File: config.mk
export PLATFORM = sky130hd
export DESIGN_NAME = loop_predictor
export DESIGN_NICKNAME = d
export VERILOG_FILES = /design/src/rtl/loop_predictor.sv
export SDC_FILE = /design/constraint.sdc
export NUM_CORES = 1
export LEC_CHECK = 0
export BUFFER_PORTS_ARGS = -buffer_cell sky130_fd_sc_hd__clkbuf_2
export CAP_MARGIN = 10
export CELL_PAD_IN_SITES_DETAIL_PLACEMENT = 2
export CELL_PAD_IN_SITES_GLOBAL_PLACEMENT = 2
export CORE_MARGIN = 2
export CORE_UTILIZATION = 28
export DETAILED_ROUTE_END_ITERATION = 10
export PLACE_DENSITY = 0.88
export SYNTH_ARGS = -nofsm -noshare
export SYNTH_HDL_FRONTEND = slang
export SYNTH_SLANG_ARGS = --single-unit
File: constraint.sdc
create_clock -name clk -period 2.5 [get_ports clk]
set_input_delay 0.375 -clock clk [delete_from_list [all_inputs] [get_ports clk]]
set_output_delay 0.375 -clock clk [all_outputs]
set_load 0.05 [all_outputs]
File: src/rtl/loop_predictor.sv
module loop_predictor #(
  parameter int ADDR_W = 32,
  parameter int DEPTH  = 4
) (
  input  logic              clk,
  input  logic              rst_n,
  input  logic              fq_valid,
  input  logic [ADDR_W-1:0] fq_addr,
  output logic              fq_taken,
  input  logic              ex_valid,
  input  logic [ADDR_W-1:0] ex_addr,
  input  logic              ex_backward,
  input  logic              ex_taken,
  output logic              mispredict,
  output logic              redirect_taken
);
  localparam int PW = (DEPTH > 1) ? $clog2(DEPTH) : 1;
  localparam int CW = $clog2(DEPTH + 1);
  localparam logic [PW-1:0] LAST = PW'(DEPTH - 1);

  logic [ADDR_W-1:0] ent_addr;
  logic              ent_ok;
  logic [DEPTH-1:0]  slot;
  logic [PW-1:0]     rd_ptr, wr_ptr;
  logic [CW-1:0]     count;

  logic head_pred, wrong, pop, push, ex_hit, learn, forget;

  assign fq_taken  = fq_valid && ent_ok && (ent_addr == fq_addr);
  assign head_pred = (count != '0) && slot[rd_ptr];
  assign wrong     = ex_valid && (head_pred != ex_taken);
  assign pop       = ex_valid && (count != '0);
  assign push      = fq_valid && !wrong;
  assign ex_hit    = ent_ok && (ent_addr == ex_addr);
  assign learn     = ex_valid && ex_taken && ex_backward && !ex_hit;
  assign forget    = ex_valid && head_pred && !ex_taken;

  always_ff @(posedge clk) begin
    if (!rst_n) begin
      ent_ok   <= 1'b0;
      ent_addr <= '0;
    end else if (learn) begin
      ent_ok   <= 1'b1;
      ent_addr <= ex_addr;
    end else if (forget) begin
      ent_ok   <= 1'b0;
    end
  end

  always_ff @(posedge clk) begin
    if (!rst_n) begin
      rd_ptr <= '0;
      wr_ptr <= '0;
      count  <= '0;
      slot   <= '0;
    end else if (wrong) begin
      rd_ptr <= '0;
      wr_ptr <= '0;
      count  <= '0;
    end else begin
      if (push) begin
        slot[wr_ptr] <= fq_taken;
        wr_ptr <= (wr_ptr == LAST) ? '0 : wr_ptr + 1'b1;
      end
      if (pop) rd_ptr <= (rd_ptr == LAST) ? '0 : rd_ptr + 1'b1;
      count <= count + CW'(push) - CW'(pop);
    end
  end

  always_ff @(posedge clk) begin
    if (!rst_n) begin
      mispredict     <= 1'b0;
      redirect_taken <= 1'b0;
    end else begin
      mispredict     <= wrong;
      redirect_taken <= wrong && ex_taken;
    end
  end

  p_resolve_has_pred_r8: assert property (@(posedge clk) disable iff (!rst_n)
    ex_valid |-> count != '0);
  p_no_overflow_r8: assert property (@(posedge clk) disable iff (!rst_n)
    (fq_valid && !ex_valid) |-> count < CW'(DEPTH));
  p_record_r2: assert property (@(posedge clk) disable iff (!rst_n)
    (ex_valid && ex_taken && ex_backward) |=> ent_ok && ent_addr == $past(ex_addr));
  p_clear_r4: assert property (@(posedge clk) disable iff (!rst_n)
    (ex_valid && head_pred && !ex_taken) |=> !ent_ok);
  p_fwd_keep_r6: assert property (@(posedge clk) disable iff (!rst_n)
    (ex_valid && ex_taken && !ex_backward) |=> $stable(ent_ok) && $stable(ent_addr));
  p_pulse_r5: assert property (@(posedge clk) disable iff (!rst_n)
    mispredict |=> !mispredict);
  p_flush_r9: assert property (@(posedge clk) disable iff (!rst_n)
    mispredict |-> count == '0);
endmodule

==> key figures, run 1 <==
Synthesis
  – Post-Syn Area: around 3400 sq um
  – Post-synth cell types: 37
  – Average cell area after synthesis: 7.78 sq um
  – Synth Area in Adders: between 3 and 4%
  – Post-Synth Simple-Gate Area: 24.1%
  – Xor/xnor share of the synthesized area: ~18%
  – Synth async-reset ratio: 0%
  – Main synth FF type: dfxtp_1
  – Yosys top cell area share: 27.3%
  – Multiplexer area fraction after synthesis: less than 1%
  – Post-synth EDFFs: 0
  – Commonest cells post-synth: dfxtp_1 (46), nand2_1 (46), xor2_1 (44)
  – #FFs+latches synth: 46
  – Yosys warning total: 0
  – Synth area leader: dfxtp_1
  – Synth top area cells: dfxtp_1 (27%), xor2_1 (11%), o311ai_1 (8.3%)
  – Sequential cell area fraction in the yosys report: between 20% and 30%
  – Gate Count Post-Synth: around 430
  – Largest family of logic cells by synthesized area: simple AND/OR/NAND/NOR gates
  – Syn_nets: around 500
  – Post-synthesis compound-gate area fraction: a little over a fifth

Timing
  – Hold Vio Cnt, Final: 0
  – Max-slew violations: 0
  – Least-Margin Pin Slew: 653 ps
  – Fmax: just over 400 MHz
  – Slew headroom: a little under three fifths
  – Final period util: between 90% and 100%
  – # setup viols final: 0
  – RSZ-0062 raised after global routing: true
  – Setup TNS: 0 ps
  – Clock Skew: about 8.4 ps
  – Min cycle time layout: between 2000 and 2500 ps

Clock network
  – CTS max path bufs: 2
  – Clk sinks: 46
  – Clock root cell: clkbuf_16
  – Hold buffer count at cts: 0
  – CTS Buf Count: 5
  – H-tree levels: 2
  – Clk Latency, worst-skew pair: approximately 300 ps
  – Worst-path clk slew: roughly 70 ps
  – CTS tree: yes

Run
  – # Max-Cap Violations: 0

Die
  – Die Y: about 110 microns
  – Row count: 40
  – Die width: roughly 110 microns
  – Starting Density: approximately 28%
  – Io pins: 73
  – Die area: between 10,000 and 15,000 sq um
  – Core area: between 10,000 and 15,000 sq um

Route
  – WL/cell: 20.1 microns
  – DR iter-0 viols: 177
  – Via count: 3,579
  – First drt pass iteration count: 4
  – Post-route ant nets: 0
  – WL final: between 10 and 15 mm
  – Vias per Instance: approximately 5.6
  – DR DRC count: 0

Min path
  – Hold EP: redirect_taken$_SDFF_PN0_
  – Hold wc startpoint: ex_taken
  – Worst Hold Path Cells: 2
  – Min-Delay Path Class: input pin to register

Worst setup path
  – CP max-delay cell: mux4_2
  – Critical Path Start Type: register
  – Flop2flop setup slack: just over 30 ps
  – CP Cell Sequence: mux4_2 > o211ai_1 > ha_4 > inv_2 > ha_4 > inv_2 > fa_2 > xor2_2 > xnor2_1 > nor2_1
  – Worst EP required: 2680 ps
  – Kind of critical path: register to register
  – Reg2Reg Depth: 10
  – Critical Path Fanout Max: 3
  – Crit-path max cell delay: around 520 ps
  – FF-to-FF End: count[2]$_SDFF_PP0_
  – CP Capture Type: register
  – Critical path arrival: 2650 ps
  – Worst r2r src: rd_ptr[0]$_SDFFE_PP0P_

Placement
  – Hpwl dp: about 9.5 mm
  – I/O Buffers: 72
  – GPL Wtd Cong: 0.827
  – Dpl cells: around 630

Power
  – Net Sw Frac: between 30% and 40%
  – Cell area power density: about 530 nW/um^2
  – Internal power: about 1.5 mW
  – Cell leakage power: roughly 1.8 nW
  – Clock network power share: 32.7%
  – Peak supply drop: 0.000202 V
  – Final Total Pwr: about 2.2 mW
  – Seq pwr share: between 30% and 40%
  – Combinational power share: between 20 and 30%
  – Psw: 0.697 mW

Global route
  – First-pass GRT wire length: 20.5 mm
  – Vias in the first global route: 3,913
  – GRT Util Overall: between 20% and 30%
  – Largest net degree at the start of global routing: 66
  – Initial antenna violation count: 0
  – Total global routing overflow: 0

Final layout
  – Filler-free cell count of the finished design: 642
  – Layout cell share with drive strength beyond 1: between 20% and 30%
  – Layout area overhead: 20.6%
  – ANT cells: 0
  – Net count reported at finish: approximately 570

Run status
  – Status: finished clean
## layout by cell type, fill, tap and decap left out, types with 2 or more instances in the layout
| master | netlist | layout |
|---|---|---|
| o211ai_1 | 5 | 5 |
| o21ai_0 | 32 | 32 |
| ha_1 | 7 | 5 |
| inv_2 | 0 | 2 |
| ha_4 | 0 | 2 |
| xnor2_1 | 25 | 24 |
| buf_4 | 0 | 11 |
| nor2_1 | 37 | 37 |
| nor4_2 | 4 | 5 |
| xor2_1 | 44 | 43 |
| o311ai_1 | 32 | 32 |
| nor3_1 | 3 | 3 |
| o31ai_1 | 4 | 4 |
| nand4bb_1 | 2 | 2 |
| clkbuf_16 | 0 | 5 |
| nand4b_1 | 2 | 2 |
| nor4_1 | 9 | 8 |
| clkbuf_2 | 0 | 71 |
| inv_1 | 10 | 8 |
| nand3_1 | 5 | 4 |
| and3_1 | 34 | 33 |
| a21oi_1 | 36 | 36 |
| or3_1 | 2 | 2 |
| nand2_1 | 46 | 46 |
| nand4_1 | 6 | 6 |
| dfxtp_1 | 46 | 45 |
## critical path: cells and delay by family, from the launching register on
kind / cells / cell delay, ps
multiplexers: 1 / 520
AND/OR/NAND/NOR: 1 / 70
buffers and inverters: 2 / 90
XOR/XNOR: 2 / 330
adder cells (fa/ha/maj): 3 / 710
AO/OA/AOI/OAI: 1 / 290
flip-flops: 1 / 340
## registers in the layout, summed over array words and instances (netlist names)
signal and cells:
redirect_taken 1, count 3, ent_ok 1, wr_ptr 2, slot 4, mispredict 1
ent_addr 32, rd_ptr 2
## cells by family after synthesis
kind of cell	count (synthesis)
buf+inv	41
simple gates	157
flops	46
fa+ha+maj	8
compound gates	111
mux	2
xor+xnor	69
## routing by layer
metal / vias to the layer above / wire length [microns] / track usage [%]
li1: 1678 / - / -
met1: 1795 / 5530 / 24.7
met2: 89 / 6680 / 36.8
met3: 17 / 485 / 2.76
met4: 0 / 231 / 5.45
met5: - / 0 / 0
## worst max-delay path by stage
stage / startpoint / endpoint / slack (ps) / cells past startpoint
finish: rd_ptr[0]$_SDFFE_PP0P_ / count[2]$_SDFF_PP0_ / 30 / 10
global route: rd_ptr[0]$_SDFFE_PP0P_ / count[2]$_SDFF_PP0_ / -90 / 10
CTS: rd_ptr[0]$_SDFFE_PP0P_ / count[2]$_SDFF_PP0_ / 10 / 10
detailed placement: rd_ptr[0]$_SDFFE_PP0P_ / count[2]$_SDFF_PP0_ / -40 / 10
global placement: rd_ptr[0]$_SDFFE_PP0P_ / count[2]$_SDFF_PP0_ / 50 / 10
floorplan: rd_ptr[0]$_SDFFE_PP0P_ / count[2]$_SDFF_PP0_ / 20 / 12
## cell type report
class,instances,area (sq um)
fillers,1405,7840
multi-input cells,347,2320
flip-flops and latches,46,922
repair buffers,84,465
well taps,147,184
clock buffers,7,143
inverters,10,37.5
clock inverters,1,5.00
## through the flow
stage / util [%] / instance area, sq um / hold WS [ps] / setup WS (ps)
2_1_floorplan: - / 3400 / 458 / 23.3
6_report: 34.2 / 4080 / 369 / 30.8
4_1_cts: 34.1 / 4060 / 370 / 12.7
3_5_place_dp: 32.7 / 3890 / 483 / -43.0
3_3_place_gp: 32.7 / 3890 / 476 / 45.4
5_1_grt: 34.2 / 4080 / 387 / -86.5
## power groups by stage
stage | clock network [mW] | logic [mW] | registers, mW
6_report | 0.703 | 0.595 | 0.854
5_1_grt | 0.752 | 0.665 | 0.861
4_1_cts | 0.726 | 0.590 | 0.852
3_5_place_dp | 0 | 0.564 | 0.866
3_3_place_gp | 0 | 0.527 | 0.859
2_1_floorplan | 0 | 0.341 | 0.861
## repair_timing
item | in CTS | in global routing
setup endpoints to repair | 1 | 2
setup buffers | 1 | 0
pin swaps | 7 | 3
resized for setup | 4 | 4
gates cloned | 0 | 0
(Power assumes the default switching activity.)
==> run 2: changes to the inputs <==
--- a/config.mk
+++ b/config.mk
@@ -12,7 +12,10 @@
 export CORE_MARGIN = 2
 export CORE_UTILIZATION = 28
 export DETAILED_ROUTE_END_ITERATION = 10
+export GPL_TIMING_DRIVEN = 0
+export MAX_ROUTING_LAYER = met4
 export PLACE_DENSITY = 0.88
+export RECOVER_POWER = 25
 export SYNTH_ARGS = -nofsm -noshare
 export SYNTH_HDL_FRONTEND = slang
 export SYNTH_SLANG_ARGS = --single-unit
==> run 2 against run 1 <==
The run now ends with setup timing left. Critical path depth rose by 2. Die area unchanged. Count of clock-buffer cells in the layout shrank 1.
==> key figures, run 2 (same netlist as run 1, synthesis figures left out) <==
Timing
  – Max-slew violations: 0 (unchanged)
  – # setup viols final: 1 (was 0)
  – Final period util: 103% (was 98.8%)
  – Hold Vio Cnt, Final: 0 (unchanged)
  – Slew headroom: 54.6% (was 56.4%)
  – Fmax: 390 MHz (was 405 MHz)
  – Min cycle time layout: 2560 ps (was 2470 ps)
  – Least-Margin Pin Slew: 681 ps (was 653 ps)
  – Setup TNS: -64.1 ps (was 0 ps)
  – RSZ-0062 raised after global routing: true (unchanged)
  – Clock Skew: 4.93 ps (was 8.37 ps)
  – Worst setup margin: -64.1 ps (was 30.8 ps)

Clock network
  – Clock root cell: clkbuf_16 (unchanged)
  – CTS Buf Count: 5 (unchanged)
  – CTS tree: yes (unchanged)
  – H-tree levels: 2 (unchanged)
  – Clk sinks: 46 (unchanged)
  – Hold buffer count at cts: 0 (unchanged)
  – CTS max path bufs: 2 (unchanged)
  – Clk Latency, worst-skew pair: 290 ps (was 300 ps)
  – Worst-path clk slew: 70 ps (about the same)

Die
  – Die width: 114 microns (unchanged)
  – Row count: 40 (unchanged)
  – Io pins: 73 (unchanged)
  – Die Y: 114 microns (unchanged)
  – Die area: 13,000 sq um (unchanged)
  – Core area: 11,900 sq um (unchanged)
  – Starting Density: 28.4% (unchanged)

Worst setup path
  – CP Cell Sequence: mux4_2 > nand4b_1 > o211ai_1 > buf_4 > ha_4 > inv_4 > ha_4 > inv_2 > fa_2 > xor2_2 > xnor2_1 > nor2_1 (was mux4_2 > o211ai_1 > ha_4 > inv_2 > ha_4 > inv_2 > fa_2 > xor2_2 > xnor2_1 > nor2_1)
  – Critical Path Stages: 12 (was 10)
  – Cell family with the largest share of critical-path delay: adder cells (unchanged)
  – CP max-delay cell: mux4_2 (unchanged)
  – Kind of critical path: register to register (unchanged)
  – CP Capture Type: register (unchanged)
  – Reg2Reg Depth: 12 (was 10)
  – Crit path buf inv count: 3 (was 2)
  – Most used cell along the critical path: ha_4
  – Critical Path Start Type: register (unchanged)
  – Worst EP required: 2690 ps (was 2680 ps)
  – Crit-path max cell delay: 540 ps (was 520 ps)
  – Critical path arrival: 2750 ps (was 2650 ps)
  – Critical Path Fanout Max: 3 (unchanged)

Min path
  – Worst Hold Path Cells: 2 (unchanged)
  – Min-Delay Path Class: input pin to register (unchanged)

Route
  – WL final: 14.6 mm (was 12.9 mm)
  – WL/cell: 22.0 microns (was 20.1 microns)
  – Vias per Instance: 5.66 (was 5.57)
  – DR iter-0 viols: 118 (was 177)
  – First drt pass iteration count: 4 (unchanged)
  – Via count: 3,760 (was 3,579)
  – Post-route ant nets: 0 (unchanged)
  – DR DRC count: 0 (unchanged)

Placement
  – GPL Wtd Cong: 0.917 (was 0.827)
  – I/O Buffers: 71 (was 72)
  – Hpwl dp: 11.3 mm (was 9.55 mm)
  – Dpl cells: 652 (was 633)

Global route
  – Initial antenna violation count: 0 (unchanged)
  – GRT Util Overall: 23.3% (was 20.1%)
  – Vias in the first global route: 4,203 (was 3,913)
  – First-pass GRT wire length: 22.6 mm (was 20.5 mm)
  – Largest net degree at the start of global routing: 14 (was 66)
  – Total global routing overflow: 0 (unchanged)

Final layout
  – Most frequent cells in the layout: clkbuf_2 (68), nand2_1 (46), dfxtp_1 (45), xor2_1 (43), nor2_1 (37) (was clkbuf_2 (71), nand2_1 (46), dfxtp_1 (45), xor2_1 (43), nor2_1 (37))
  – Filler-free cell count of the finished design: 664 (was 642)
  – Net count reported at finish: 595 (was 572)
  – Fillers: 1,403 (was 1,405)
  – Top reg by flops: ent_addr (unchanged)
  – Layout area overhead: 24.4% (was 20.6%)
  – ANT cells: 0 (unchanged)
  – Most common library cell in the layout ignoring fill and taps: clkbuf_2 (unchanged)
  – Largest registers: ent_addr x32, slot x4, count x3 (unchanged)
  – Layout cell share with drive strength beyond 1: 20.1% (was 22.0%)
  – Max FFs per register: 32 (unchanged)

Power
  – Net Sw Frac: 32.0% (was 32.4%)
  – Combinational power share: 27.2% (was 27.7%)
  – Cell leakage power: 1.80 nW (was 1.77 nW)
  – Seq pwr share: 37.6% (was 39.7%)
  – Clock network power share: 35.2% (was 32.7%)
  – Cell area power density: 546 nW/um^2 (was 528 nW/um^2)
  – Internal power: 1.56 mW (was 1.45 mW)
  – Peak supply drop: 0.000225 V (was 0.000202 V)
  – Psw: 0.734 mW (was 0.697 mW)

Run
  – # Max-Cap Violations: 0 (unchanged)

Run status
  – Failing checks: setup timing
  – Status: finished, violations left (was finished clean)
==> run 2: cell count changes in the layout (fill, tap and decap cells not counted), sizes merged <==
cell and change:
clkbuf +21, dlygate4sd1 +3, buf -2, bufinv +1
clkinv -1
==> run 2: what timing repair did <==
item,in CTS,in global routing
buffers inserted,4,1
pin swaps,6,1
gates resized for setup,6,7
endpoints found under the setup margin,3,3
==> run 2: power by group through the flow <==
stage | Clock (mW) | Combinational (mW) | Sequential (mW)
2_1_floorplan | 0 | 0.341 | 0.861
3_3_place_gp | 0 | 0.513 | 0.868
3_5_place_dp | 0 | 0.549 | 0.876
4_1_cts | 0.812 | 0.588 | 0.862
5_1_grt | 0.842 | 0.689 | 0.871
6_report | 0.809 | 0.623 | 0.863
==> run 2: path summary, 6_finish.rpt <==
path	start	endpoint	slack [ps]
setup / recovery	rd_ptr[0]$_SDFFE_PP0P_	count[2]$_SDFF_PP0_	-60
hold / removal	ex_taken	redirect_taken$_SDFF_PN0_	370
setup reg to reg	rd_ptr[0]$_SDFFE_PP0P_	count[2]$_SDFF_PP0_	-60
hold reg to reg	slot[2]$_SDFFE_PN0P_	slot[2]$_SDFFE_PN0P_	510
==> run 2: layer usage <==
layer / up-vias / track usage, % / wire length (microns)
met5: - / - / 0
met4: 0 / 9.27 / 489
met3: 33 / 3.99 / 625
met2: 115 / 41.8 / 7550
met1: 1882 / 25.7 / 5950
li1: 1730 / - / -
==> run 2: stage by stage <==
stage,hold WS (ps),total power [mW],util (%),area [sq um],setup slack (ps)
after floorplan,458,1.20,-,3400,23.3
after global placement,474,1.38,33.1,3940,-148
after detailed placement,504,1.43,33.1,3940,-195
after CTS,364,2.26,34.9,4160,-37.2
after global routing,381,2.40,35.3,4200,-165
final,371,2.30,35.3,4200,-64.1
==> run 2: worst reg2reg max path, stage by stage (launching register included) <==
cell and delay [ps]:
dfxtp_4 350, mux4_2 540, nand4b_1 140, o211ai_1 130, buf_4 170, ha_4 210
inv_4 50, ha_4 110, inv_2 40, fa_2 340, xor2_2 150, xnor2_1 150
nor2_1 60
==> run 2: area by class of cell <==
class	instances	area [sq um]	share of cell area (%)
Clock buffer	6	139	3.31
Tap cell	147	184	4.38
Sequential cell	46	925	22.0
Timing Repair Buffer	76	393	9.35
Multi-Input combinational cell	347	2330	55.5
Clock inverter	1	30.0	0.715
Inverter	10	40.0	0.953
Buffer	31	158	3.75
